## config.mk

```make
export PLATFORM = sky130hd
export DESIGN_NAME = ldst_disambig_unit
export DESIGN_NICKNAME = d
export VERILOG_FILES = /design/src/rtl/ldst_pkg.sv /design/src/rtl/ldst_alias_pred.sv /design/src/rtl/ldst_age_pick.sv /design/src/rtl/ldst_disambig_unit.sv
export SDC_FILE = /design/constraint.sdc
export NUM_CORES = 2
export LEC_CHECK = 0
export ABC_CLOCK_PERIOD_IN_PS = 9050
export BUFFER_PORTS_ARGS = -buffer_cell sky130_fd_sc_hd__buf_2
export CELL_PAD_IN_SITES_DETAIL_PLACEMENT = 0
export CELL_PAD_IN_SITES_GLOBAL_PLACEMENT = 2
export CORE_MARGIN = 2
export CORE_UTILIZATION = 39
export DETAILED_ROUTE_END_ITERATION = 6
export PLACE_DENSITY_LB_ADDON = 0.1
export SLEW_MARGIN = 20
export SYNTH_ARGS = -nofsm -noshare
export SYNTH_HDL_FRONTEND = slang
export SYNTH_SLANG_ARGS = --single-unit
```

## constraint.sdc

```tcl
create_clock -name clk -period 9.05 [get_ports clk]
set_input_delay 1.81 -clock clk [delete_from_list [all_inputs] [get_ports clk]]
set_output_delay 1.81 -clock clk [all_outputs]
set_load 0.03 [all_outputs]
```

## src/rtl/ldst_pkg.sv

```systemverilog
package ldst_pkg;
   typedef enum logic {KIND_LOAD = 1'b0, KIND_STORE = 1'b1} op_kind_e;

   function automatic int unsigned idx_bits(input int unsigned n);
      return (n <= 1) ? 1 : $clog2(n);
   endfunction
endpackage

```

## src/rtl/ldst_alias_pred.sv

```systemverilog
module ldst_alias_pred #(
   parameter int IW = 4,
   parameter int CW = 2
) (
   input  logic          clk,
   input  logic          rst_n,
   input  logic [IW-1:0] rd_idx,
   output logic          rd_sat,
   input  logic          inc_en,
   input  logic [IW-1:0] inc_idx,
   input  logic          clr_en,
   input  logic [IW-1:0] clr_idx
);
   localparam int ENTRIES = 1 << IW;
   localparam logic [CW-1:0] SAT = '1;

   if (CW < 1) begin : g_bad_cw
      $error("ldst_alias_pred: CW must be at least 1");
   end

   logic [CW-1:0] ctr [ENTRIES];

   always_ff @(posedge clk or negedge rst_n) begin
      if (!rst_n) begin
         for (int e = 0; e < ENTRIES; e++) ctr[e] <= '0;
      end else begin
         for (int e = 0; e < ENTRIES; e++) begin
            if (clr_en && clr_idx == IW'(e))
               ctr[e] <= '0;
            else if (inc_en && inc_idx == IW'(e) && ctr[e] != SAT)
               ctr[e] <= ctr[e] + 1'b1;
         end
      end
   end

   assign rd_sat = (ctr[rd_idx] == SAT);
endmodule

```

## src/rtl/ldst_age_pick.sv

```systemverilog
module ldst_age_pick #(
   parameter int N  = 8,
   parameter int IW = 3
) (
   input  logic [N-1:0]  req,
   input  logic [IW-1:0] base,
   output logic          found,
   output logic [IW-1:0] idx
);
   if ((1 << IW) != N) begin : g_bad_n
      $error("ldst_age_pick: N must equal 2**IW");
   end

   always_comb begin
      found = 1'b0;
      idx   = '0;
      for (int o = N - 1; o >= 0; o--) begin
         if (req[base + IW'(o)]) begin
            found = 1'b1;
            idx   = base + IW'(o);
         end
      end
   end
endmodule

```

## src/rtl/ldst_disambig_unit.sv

```systemverilog
module ldst_disambig_unit #(
   parameter int DEPTH      = 8,
   parameter int ADDR_W     = 32,
   parameter int PRED_IDX_W = 4,
   parameter int CTR_W      = 2,
   parameter bit SPEC_EN    = 1'b1,
   localparam int IDX_W     = ldst_pkg::idx_bits(DEPTH)
) (
   input  logic              clk,
   input  logic              rst_n,
   input  logic              spec_mode,
   input  logic              alloc_valid,
   input  logic              alloc_store,
   input  logic [PRED_IDX_W-1:0] alloc_pc,
   output logic              alloc_ready,
   output logic [IDX_W-1:0]  alloc_idx,
   input  logic              res_valid,
   input  logic [IDX_W-1:0]  res_idx,
   input  logic [ADDR_W-1:0] res_addr,
   output logic              issue_valid,
   output logic [IDX_W-1:0]  issue_idx,
   input  logic              commit_valid,
   output logic              replay_valid,
   output logic [IDX_W-1:0]  replay_idx,
   input  logic              flush_valid,
   input  logic [IDX_W-1:0]  flush_idx
);
   import ldst_pkg::*;
   localparam int CNT_W = IDX_W + 1;

   if ((1 << IDX_W) != DEPTH || DEPTH < 2) begin : g_bad_depth
      $error("ldst_disambig_unit: DEPTH must be a power of two of at least 2");
   end

   // window state
   logic [IDX_W-1:0]      head;
   logic [CNT_W-1:0]      count;
   logic [DEPTH-1:0]      e_store, e_aok, e_iss, e_pok;
   logic [ADDR_W-1:0]     e_addr [DEPTH];
   logic [PRED_IDX_W-1:0] e_pidx [DEPTH];

   logic [IDX_W-1:0]  offs [DEPTH];
   logic [DEPTH-1:0]  live_vec, known_vec, ready_vec, viol_req;
   logic [ADDR_W-1:0] view_addr [DEPTH];
   logic              spec_on;

   if (SPEC_EN) begin : g_spec
      assign spec_on = spec_mode;
   end else begin : g_nospec
      assign spec_on = 1'b0;
   end

   for (genvar j = 0; j < DEPTH; j++) begin : g_ent
      assign offs[j]      = IDX_W'(j) - head;
      assign live_vec[j]  = {1'b0, offs[j]} < count;
      assign known_vec[j] = e_aok[j] | (res_valid && res_idx == IDX_W'(j));
      assign view_addr[j] = e_aok[j] ? e_addr[j] : res_addr;
   end

   // load eligibility against every older store
   always_comb begin
      for (int j = 0; j < DEPTH; j++) begin
         logic hold_unk, hold_hit;
         hold_unk = 1'b0;
         hold_hit = 1'b0;
         for (int k = 0; k < DEPTH; k++) begin
            if (live_vec[k] && e_store[k] && offs[k] < offs[j]) begin
               if (!known_vec[k])
                  hold_unk = 1'b1;
               else if (view_addr[k] == e_addr[j])
                  hold_hit = 1'b1;
            end
         end
         ready_vec[j] = live_vec[j] && (e_store[j] == KIND_LOAD) && e_aok[j] &&
                        !e_iss[j] && !hold_hit && (!hold_unk || (spec_on && e_pok[j]));
      end
   end

   ldst_age_pick #(.N(DEPTH), .IW(IDX_W)) u_issue_pick (
      .req(ready_vec), .base(head), .found(issue_valid), .idx(issue_idx)
   );

   // violation check on the resolve port
   logic res_is_store;
   assign res_is_store = res_valid && live_vec[res_idx] && e_store[res_idx];

   always_comb begin
      for (int j = 0; j < DEPTH; j++) begin
         viol_req[j] = res_is_store && live_vec[j] && !e_store[j] && e_iss[j] &&
                       e_aok[j] && e_addr[j] == res_addr && offs[j] > offs[res_idx];
      end
   end

   logic             viol_found;
   logic [IDX_W-1:0] viol_idx;

   ldst_age_pick #(.N(DEPTH), .IW(IDX_W)) u_viol_pick (
      .req(viol_req), .base(head), .found(viol_found), .idx(viol_idx)
   );

   // predictor
   logic tail_full, commit_fire, flush_fire, alloc_fire, pred_sat, train_inc;
   logic [IDX_W-1:0] flush_off;

   assign tail_full   = (count == CNT_W'(DEPTH));
   assign alloc_ready = !tail_full;
   assign alloc_idx   = head + count[IDX_W-1:0];
   assign flush_off   = flush_idx - head;
   assign flush_fire  = flush_valid && live_vec[flush_idx];
   assign commit_fire = commit_valid && count != '0 && !(flush_fire && flush_off == '0);
   assign alloc_fire  = alloc_valid && !tail_full && !flush_valid;
   assign train_inc   = commit_fire && !e_store[head] && e_iss[head];

   ldst_alias_pred #(.IW(PRED_IDX_W), .CW(CTR_W)) u_pred (
      .clk(clk), .rst_n(rst_n),
      .rd_idx(alloc_pc), .rd_sat(pred_sat),
      .inc_en(train_inc), .inc_idx(e_pidx[head]),
      .clr_en(viol_found), .clr_idx(e_pidx[viol_idx])
   );

   // sequential state
   logic [CNT_W-1:0] cnt_base;
   assign cnt_base = flush_fire ? {1'b0, flush_off} : count;

   always_ff @(posedge clk or negedge rst_n) begin
      if (!rst_n) begin
         head         <= '0;
         count        <= '0;
         e_store      <= '0;
         e_aok        <= '0;
         e_iss        <= '0;
         e_pok        <= '0;
         replay_valid <= 1'b0;
         replay_idx   <= '0;
      end else begin
         replay_valid <= viol_found;
         replay_idx   <= viol_idx;
         if (res_valid && live_vec[res_idx]) e_aok[res_idx] <= 1'b1;
         if (issue_valid) e_iss[issue_idx] <= 1'b1;
         if (alloc_fire) begin
            e_store[alloc_idx] <= alloc_store;
            e_aok[alloc_idx]   <= 1'b0;
            e_iss[alloc_idx]   <= 1'b0;
            e_pok[alloc_idx]   <= pred_sat;
         end
         if (commit_fire) head <= head + 1'b1;
         count <= cnt_base - CNT_W'(commit_fire) + CNT_W'(alloc_fire);
      end
   end

   always_ff @(posedge clk) begin
      if (res_valid && live_vec[res_idx]) e_addr[res_idx] <= res_addr;
      if (alloc_fire) e_pidx[alloc_idx] <= alloc_pc;
   end
endmodule

```

---- Word-level counts from Yosys, hierarchy flattened ----
Memory sizes are Yosys's and may differ from the RTL's.
Index checks and enable logic that the tools add are counted.
cells by class
  $add $sub $neg .......................... 35
  magnitude comparators ................... 97
  eq/ne operators ......................... 127
  multiplexer cells ....................... 450
  bitwise logic cells ..................... 23
  reductions and logical operators ........ 302
operators with widths
  operator                                                     number
  == test 32 bit                                               72
  2-to-1 mux 1 bit                                             357
  2-to-1 mux 32 bit                                            8
  logical AND 1 bit                                            237
  less-than comparator 3 bit                                   64
  == test 4 bit (second input constant)                        17
  2-to-1 mux 2 bit                                             34
  binary-select mux 1 bit (select 3 bit)                       21
  2-to-1 mux 3 bit                                             18
  less-than comparator 3 x 4 -> 1 bit (second input constant)  12
  zero test 1 bit                                              36
  adder 2 x 1 -> 2 bit (second input constant)                 16
  == test 4 x 3 -> 1 bit (second input constant)               8
  less-than comparator 3 x 4 -> 1 bit                          8
  2-to-1 mux 8 bit                                             4
  != test 2 bit (second input constant)                        16
  nonzero test 2 bit                                           16
  greater-than comparator 3 bit                                8
  AND 8 bit                                                    2
  bitwise mux 8 bit                                            2
  == test 4 x 2 -> 1 bit (second input constant)               4
  bitwise OR 8 bit                                             2
  adder 3 bit (second input constant)                          4
  == test 3 bit (second input constant)                        4
  other kinds (29)                                             64
word-level totals
  register bits after elaboration ......... 75
  bits in writable memories ............... 288
  input port bits ......................... 50
  output and inout bits ................... 12
  memories kept ........................... 2
memories
  name    words  width  rd ports  clocked after memory_dff  wr ports  RTL line                  RTL
  e_addr  8      32     8         0                         1         ldst_disambig_unit.sv:39  logic [ADDR_W-1:0] e_addr [DEPTH];
  e_pidx  8      4      2         0                         1         ldst_disambig_unit.sv:40  logic [PRED_IDX_W-1:0] e_pidx [DEPTH];

---- Longest topological paths before layout ----
  depth in word-level cells ............... 47
  gate-level depth with buffers ........... 31
  gate-level depth less buffers ........... 22

---- Modules after synthesis ----
From an unflattened synthesis, not the netlist that was laid out.
second synthesis, totals
  cells, all modules ...................... 4629
  area total of the unflattened synthesis .. 44936.8 um^2
by module, submodules not included
  module              instances  cells each  area each (um^2)  seq. area each (um^2)
  ldst_disambig_unit  1          4250        41457.3           9724.3
  ldst_alias_pred     1          199         1915.6            800.8
  ldst_age_pick       2          90          782.0             0.0

---- Worst setup path before layout ----
Ideal clock, no wire load.
  path type ............................... register to output
  from .................................... register head[0]
  to ...................................... output port issue_idx[0]
  arrival time ............................ 7104 ps
  data required time ...................... 7240 ps
  slack ................................... 136 ps
  stages on the path, launching flop included .. 25
  path buffers ............................ 7
  cells stage by stage .................... dfrtp_1 > buf_2 > clkinv_1 > clkbuf_1 > buf_1 > buf_1 > clkbuf_1 > ha_1 > inv_1 > clkbuf_1 > buf_2 > ha_1 > nor2_1 > a211oi_1 > a2111oi_0 > a22oi_1 > o211ai_1 > a2111oi_1 > nand2_1 > mux4_2 > mux2i_1 > a311oi_1 > o311ai_0 > mux2i_1 > inv_2
RTL lines
  item                    RTL line                   RTL
  from (decl)             ldst_disambig_unit.sv:36   logic [IDX_W-1:0] head;
  from (signal assigned)  ldst_disambig_unit.sv:146  if (commit_fire) head <= head + 1'b1;
  to (decl)               ldst_disambig_unit.sv:21   output logic [IDX_W-1:0] issue_idx,

---- Worst setup path after layout ----
  from .................................... input port res_addr[9]
  to ...................................... output port issue_idx[0]
between the ends
  longest elaborated chain between the ends .. 39
  elaborated cells on any way between the ends .. 312
  classes of those cells .................. eq/ne: 64; mux: 224; reduce/logical: 24
RTL lines
  item                                    RTL line                  RTL
  from (decl)                             ldst_disambig_unit.sv:19  input logic [ADDR_W-1:0] res_addr,
  2-to-1 mux 32 bit                       ldst_disambig_unit.sv:57  assign view_addr[j] = e_aok[j] ? e_addr[j] : res_addr;
  == test 32 bit                          ldst_disambig_unit.sv:70  else if (view_addr[k] == e_addr[j])
  2-to-1 mux 1 bit                        ldst_disambig_unit.sv:70
  2-to-1 mux 1 bit                        ldst_disambig_unit.sv:68  if (!known_vec[k])
  2-to-1 mux 1 bit                        ldst_disambig_unit.sv:67  if (live_vec[k] && e_store[k] && offs[k] < offs[j]) begin
  2-to-1 mux 1 bit                        ldst_disambig_unit.sv:70
  2-to-1 mux 1 bit                        ldst_disambig_unit.sv:68
  2-to-1 mux 1 bit                        ldst_disambig_unit.sv:67
  (+16 left out)                          n/a
  2-to-1 mux 1 bit                        ldst_disambig_unit.sv:68
  2-to-1 mux 1 bit                        ldst_disambig_unit.sv:67
  zero test 1 bit                         ldst_disambig_unit.sv:75  !e_iss[j] && !hold_hit && (!hold_unk || (spec_on && e_pok[j]));
  logical AND 1 bit (2 in series)         ldst_disambig_unit.sv:75
  binary-select mux 1 bit (select 3 bit)  ldst_age_pick.sv:18       if (req[base + IW'(o)]) begin
  2-to-1 mux 1 bit (not written as such)  ldst_age_pick.sv:18
  2-to-1 mux 3 bit (7 in series)          ldst_age_pick.sv:18
  2-to-1 mux 3 bit (*)                    ldst_age_pick.sv:18
Every way passes the cells marked *; elsewhere a longest branch is shown, timed or not. The select of a mux whose other input is x is not followed.

==> impl_metrics.py <==
metrics = {
    "status": {
        "status": "finished, violations left",
        "violations": "DRC, setup timing",
    },
    "sta": {
        "setup_viol": 2,
        "worst_slack_ns": -0.226,
        "clock_skew_ns": 0.0582,
        "holdWs_ns": 0.495,
        "fmax_mhz": 108,
        "rsz0062_at_grt": "no",
        "tightest_slew_ns": 1.36,
        "final_max_slew_viol_count": 0,
        "final-hold-violation-count": 0,
        "layout_worst_path_cycle_share_pct": 102,
        "fin_crit_ns": 9.28,
        "slew-limit-headroom_pct": 7.79,
    },
    "yosys": {
        "yosysUniqueCellTypes": 103,
        "netlist_area_sq_mm": 0.0471,
        "synth_nets": 5233,
        "synth_top_area_share_pct": 29.4,
        "syn_inst": 5109,
        "synth.area.top_cells": "xnor2_1 (29%), edfxtp_1 (18%), xor2_1 (8.9%), mux2i_2 (6.6%), nor4_1 (5.2%)",
        "seq_area_frac_synth_pct": 22.3,
        "synth-async-reset-ratio_pct": 20.7,
        "synth.ff_latch_count": 363,
        "synthFlopType": "edfxtp_1",
        "yosys.area.top_type": "xnor2_1",
        "ys_warn_count": 0,
        "avgSynthCellArea_sq_um": 9.22,
        "synth_edf_count": 288,
    },
    "clock_network": {
        "cts_hold_buf": 0,
        "cts_sinks": 363,
        "clockBufferDepth": 3,
        "cts_max_level": 2,
        "numCtsBuffers": 45,
        "clk_latency_ns": 0.68,
        "cts_tree": "done",
        "clkSlewWorstSetupHoldPaths_ns": 0.05,
        "root_buffer": "clkbuf_16",
    },
    "finish": {
        "syn_to_final_growth_pct": 16.3,
        "final_core_util_pct": 45.7,
        "fin_nets": 5626,
        "layout-drive-gt1-share_pct": 21.4,
    },
    "worst_setup_path": {
        "r2r_start": "head[0]$_DFFE_PN0P_",
        "end_kind": "output pin",
        "required_ns": 7.24,
        "r2r_cells": 24,
        "crit_arrival_ns": 7.47,
        "crit_fanout": 17,
        "critical_path_class": "input pin to output pin",
        "r2r_slack_ns": 0.47,
        "r2r_end": "u_pred.ctr[6]$_DFFE_PN0P_",
        "cp-start-kind": "input pin",
    },
    "hold_path": {
        "worstHoldEndpoint": "e_pok[4]$_DFFE_PN0P_",
        "hold_depth": 2,
        "hp-start": "e_pok[4]$_DFFE_PN0P_",
        "hp-class": "flop to flop",
    },
    "global_routing": {
        "antenna_found_initial": 24,
        "grt_max_degree": 67,
        "grtUsageTotal_pct": 62.5,
        "grt_pass1_vias": 48100,
        "grt_pass1_wl_mm": 501,
        "grt_overflow": 0,
    },
    "route": {
        "antenna_left": 0,
        "routed.top_layer": "met5",
        "drt-pass1-iter-count": 7,
        "viasPerCell": 7.70,
        "wirelength_mm": 399,
        "wl_per_cell_um": 55.6,
        "dr_wl_met2_mm": 134,
        "drt-initial-drc-count": 12700,
        "vias": 55300,
        "routedLengthMet1_mm": 140,
        "wl_met3_mm": 79.0,
        "drc": 576,
    },
    "place": {
        "gp_congestion": 1.26,
        "dp_hpwl_mm": 282,
        "portBuffers": 61,
    },
    "flow_run": {
        "drv_cap": 0,
    },
    "floorplanning": {
        "fp.dieH_um": 352,
        "die_x_um": 352,
        "ioPinCount": 62,
        "start_util_pct": 39.3,
        "rows": 127,
        "die_area_sq_mm": 0.124,
        "design.core.area_sq_mm": 0.120,
    },
    "power_and_ir_drop": {
        "cellLeakagePower_nw": 18.1,
        "vdd_drop_max_v": 0.000338,
        "finalPower_mw": 18.5,
        "power_density_mw_per_mm2": 338,
    },
}
==> worst max-delay path, cell delays in order <==
cell	delay, ns
buf_2	0.85
mux2i_2	0.65
xnor2_1	0.29
nor4_1	0.33
nand4_1	0.12
nor4_1	0.53
a2111oi_2	0.16
buf_2	0.22
buf_4	0.15
nand4_1	0.19
buf_4	0.19
mux2i_1	0.09
mux4_2	0.50
or4b_1	0.57
and2_0	0.18
mux2i_1	0.31
inv_2	0.07
buf_2	0.18
==> through the flow <==
stage / cells / setup slack (ns) / area [sq um] / TNS (ns)
finish: 7175 / -0.226 / 54800 / -0.274
global route: 7161 / 0.0198 / 54800 / 0
CTS: 7145 / 0.0222 / 54500 / 0
detailed placement: 7061 / 0.199 / 53100 / 0
global placement: 7059 / -0.507 / 53000 / -1.47
floorplan: 5109 / 0.136 / 47100 / 0
==> timing repair <==
action | 4_1_cts | 5_1_grt
gates resized for setup | 1 | 17
setup endpoints to repair | 2 | 4
setup buffers | 0 | 4
pin swaps | 0 | 2
==> Yosys cell counts (all sizes together) (13+ instances only) <==
master	n
a211oi	15
a21oi	35
a41oi	36
and3	13
buf	244
clkbuf	186
dfrtp	75
edfxtp	288
ha	70
inv	71
mux2i	295
mux4	22
nand2	156
nand2b	43
nand3	123
nand4	266
nor2	106
nor2b	29
nor3	111
nor3b	14
nor4	394
o2111ai	14
o211ai	21
o21ai	76
o221ai	13
o22ai	32
or3	27
or4	32
xnor2	1584
xor2	481
==> worst max path at each step <==
stage	start	end	slack, ns
6_report	res_addr[9]	issue_idx[0]	-0.23
5_1_grt	head[0]$_DFFE_PN0P_	issue_idx[0]	0.02
4_1_cts	head[1]$_DFFE_PN0P_	issue_idx[0]	0.02
3_5_place_dp	res_addr[11]	issue_idx[0]	0.20
3_3_place_gp	res_addr[19]	issue_idx[0]	-0.51
2_1_floorplan	head[0]$_DFFE_PN0P_	issue_idx[0]	0.14
==> area by class of cell <==
type,count,area [sq um]
Antenna cell,24,60.1
Clock buffer,57,1220
Clock inverter,27,239
Fill cell,11800,65200
Inverter,74,278
Multi-Input combinational cell,4242,34600
Sequential cell,363,10500
Tap cell,1612,2020
Timing Repair Buffer,776,5810
==> kinds of logic after synthesis <==
logic type | synth area share, %
AND/OR/NAND/NOR | 16.6
XOR/XNOR | 38.4
buffers and inverters | 4.73
flip-flops | 22.3
multiplexers | 9.30
adder cells (fa/ha/maj) | 2.03
AO/OA/AOI/OAI | 6.61
==> power breakdown <==
part	switching (mW)	internal (mW)	total (mW)
logic	9.27	4.66	13.9
registers	0.644	2.05	2.69
clock network	0.845	1.05	1.90
total	10.8	7.76	18.5
==> state kept, by name (all words and copies together) (netlist names), 4 cells and up <==
| signal | cells |
|---|---|
| e_pidx | 32 |
| e_pok | 8 |
| u_pred.ctr | 32 |
| e_store | 8 |
| e_aok | 8 |
| count | 4 |
| e_iss | 8 |
| e_addr | 256 |
==> placed cells by master, fill, tap and decap left out, drive strengths merged, types with 11 or more instances in the layout <==
cell / instances
nor4: 394
nor2b: 29
dfrtp: 75
o211ai: 21
nand2b: 43
edfxtp: 288
a2111oi: 11
nor3b: 14
nand2: 156
ha: 70
and2: 12
or4: 32
o221ai: 13
a21o: 11
a41oi: 36
nand4: 266
nor3: 111
xnor2: 1584
o22ai: 32
diode: 24
mux4: 22
nand3: 123
a31oi: 12
buf: 775
nor2: 106
a211oi: 15
clkbuf: 58
o2111ai: 14
xor2: 481
or3: 27
and3: 13
inv: 77
o21ai: 76
o31ai: 12
mux2i: 295
clkinv: 20
a21oi: 35
==> per-layer routing <==
layer / GRT usage [%] / vias up
met4: 50.3 / 67
met3: 46.1 / 2302
met1: 72.0 / 27100
met5: 16.6 / -
met2: 73.9 / 6758
li1: - / 19000
No activity file was read; power rests on OpenSTA's default activity.
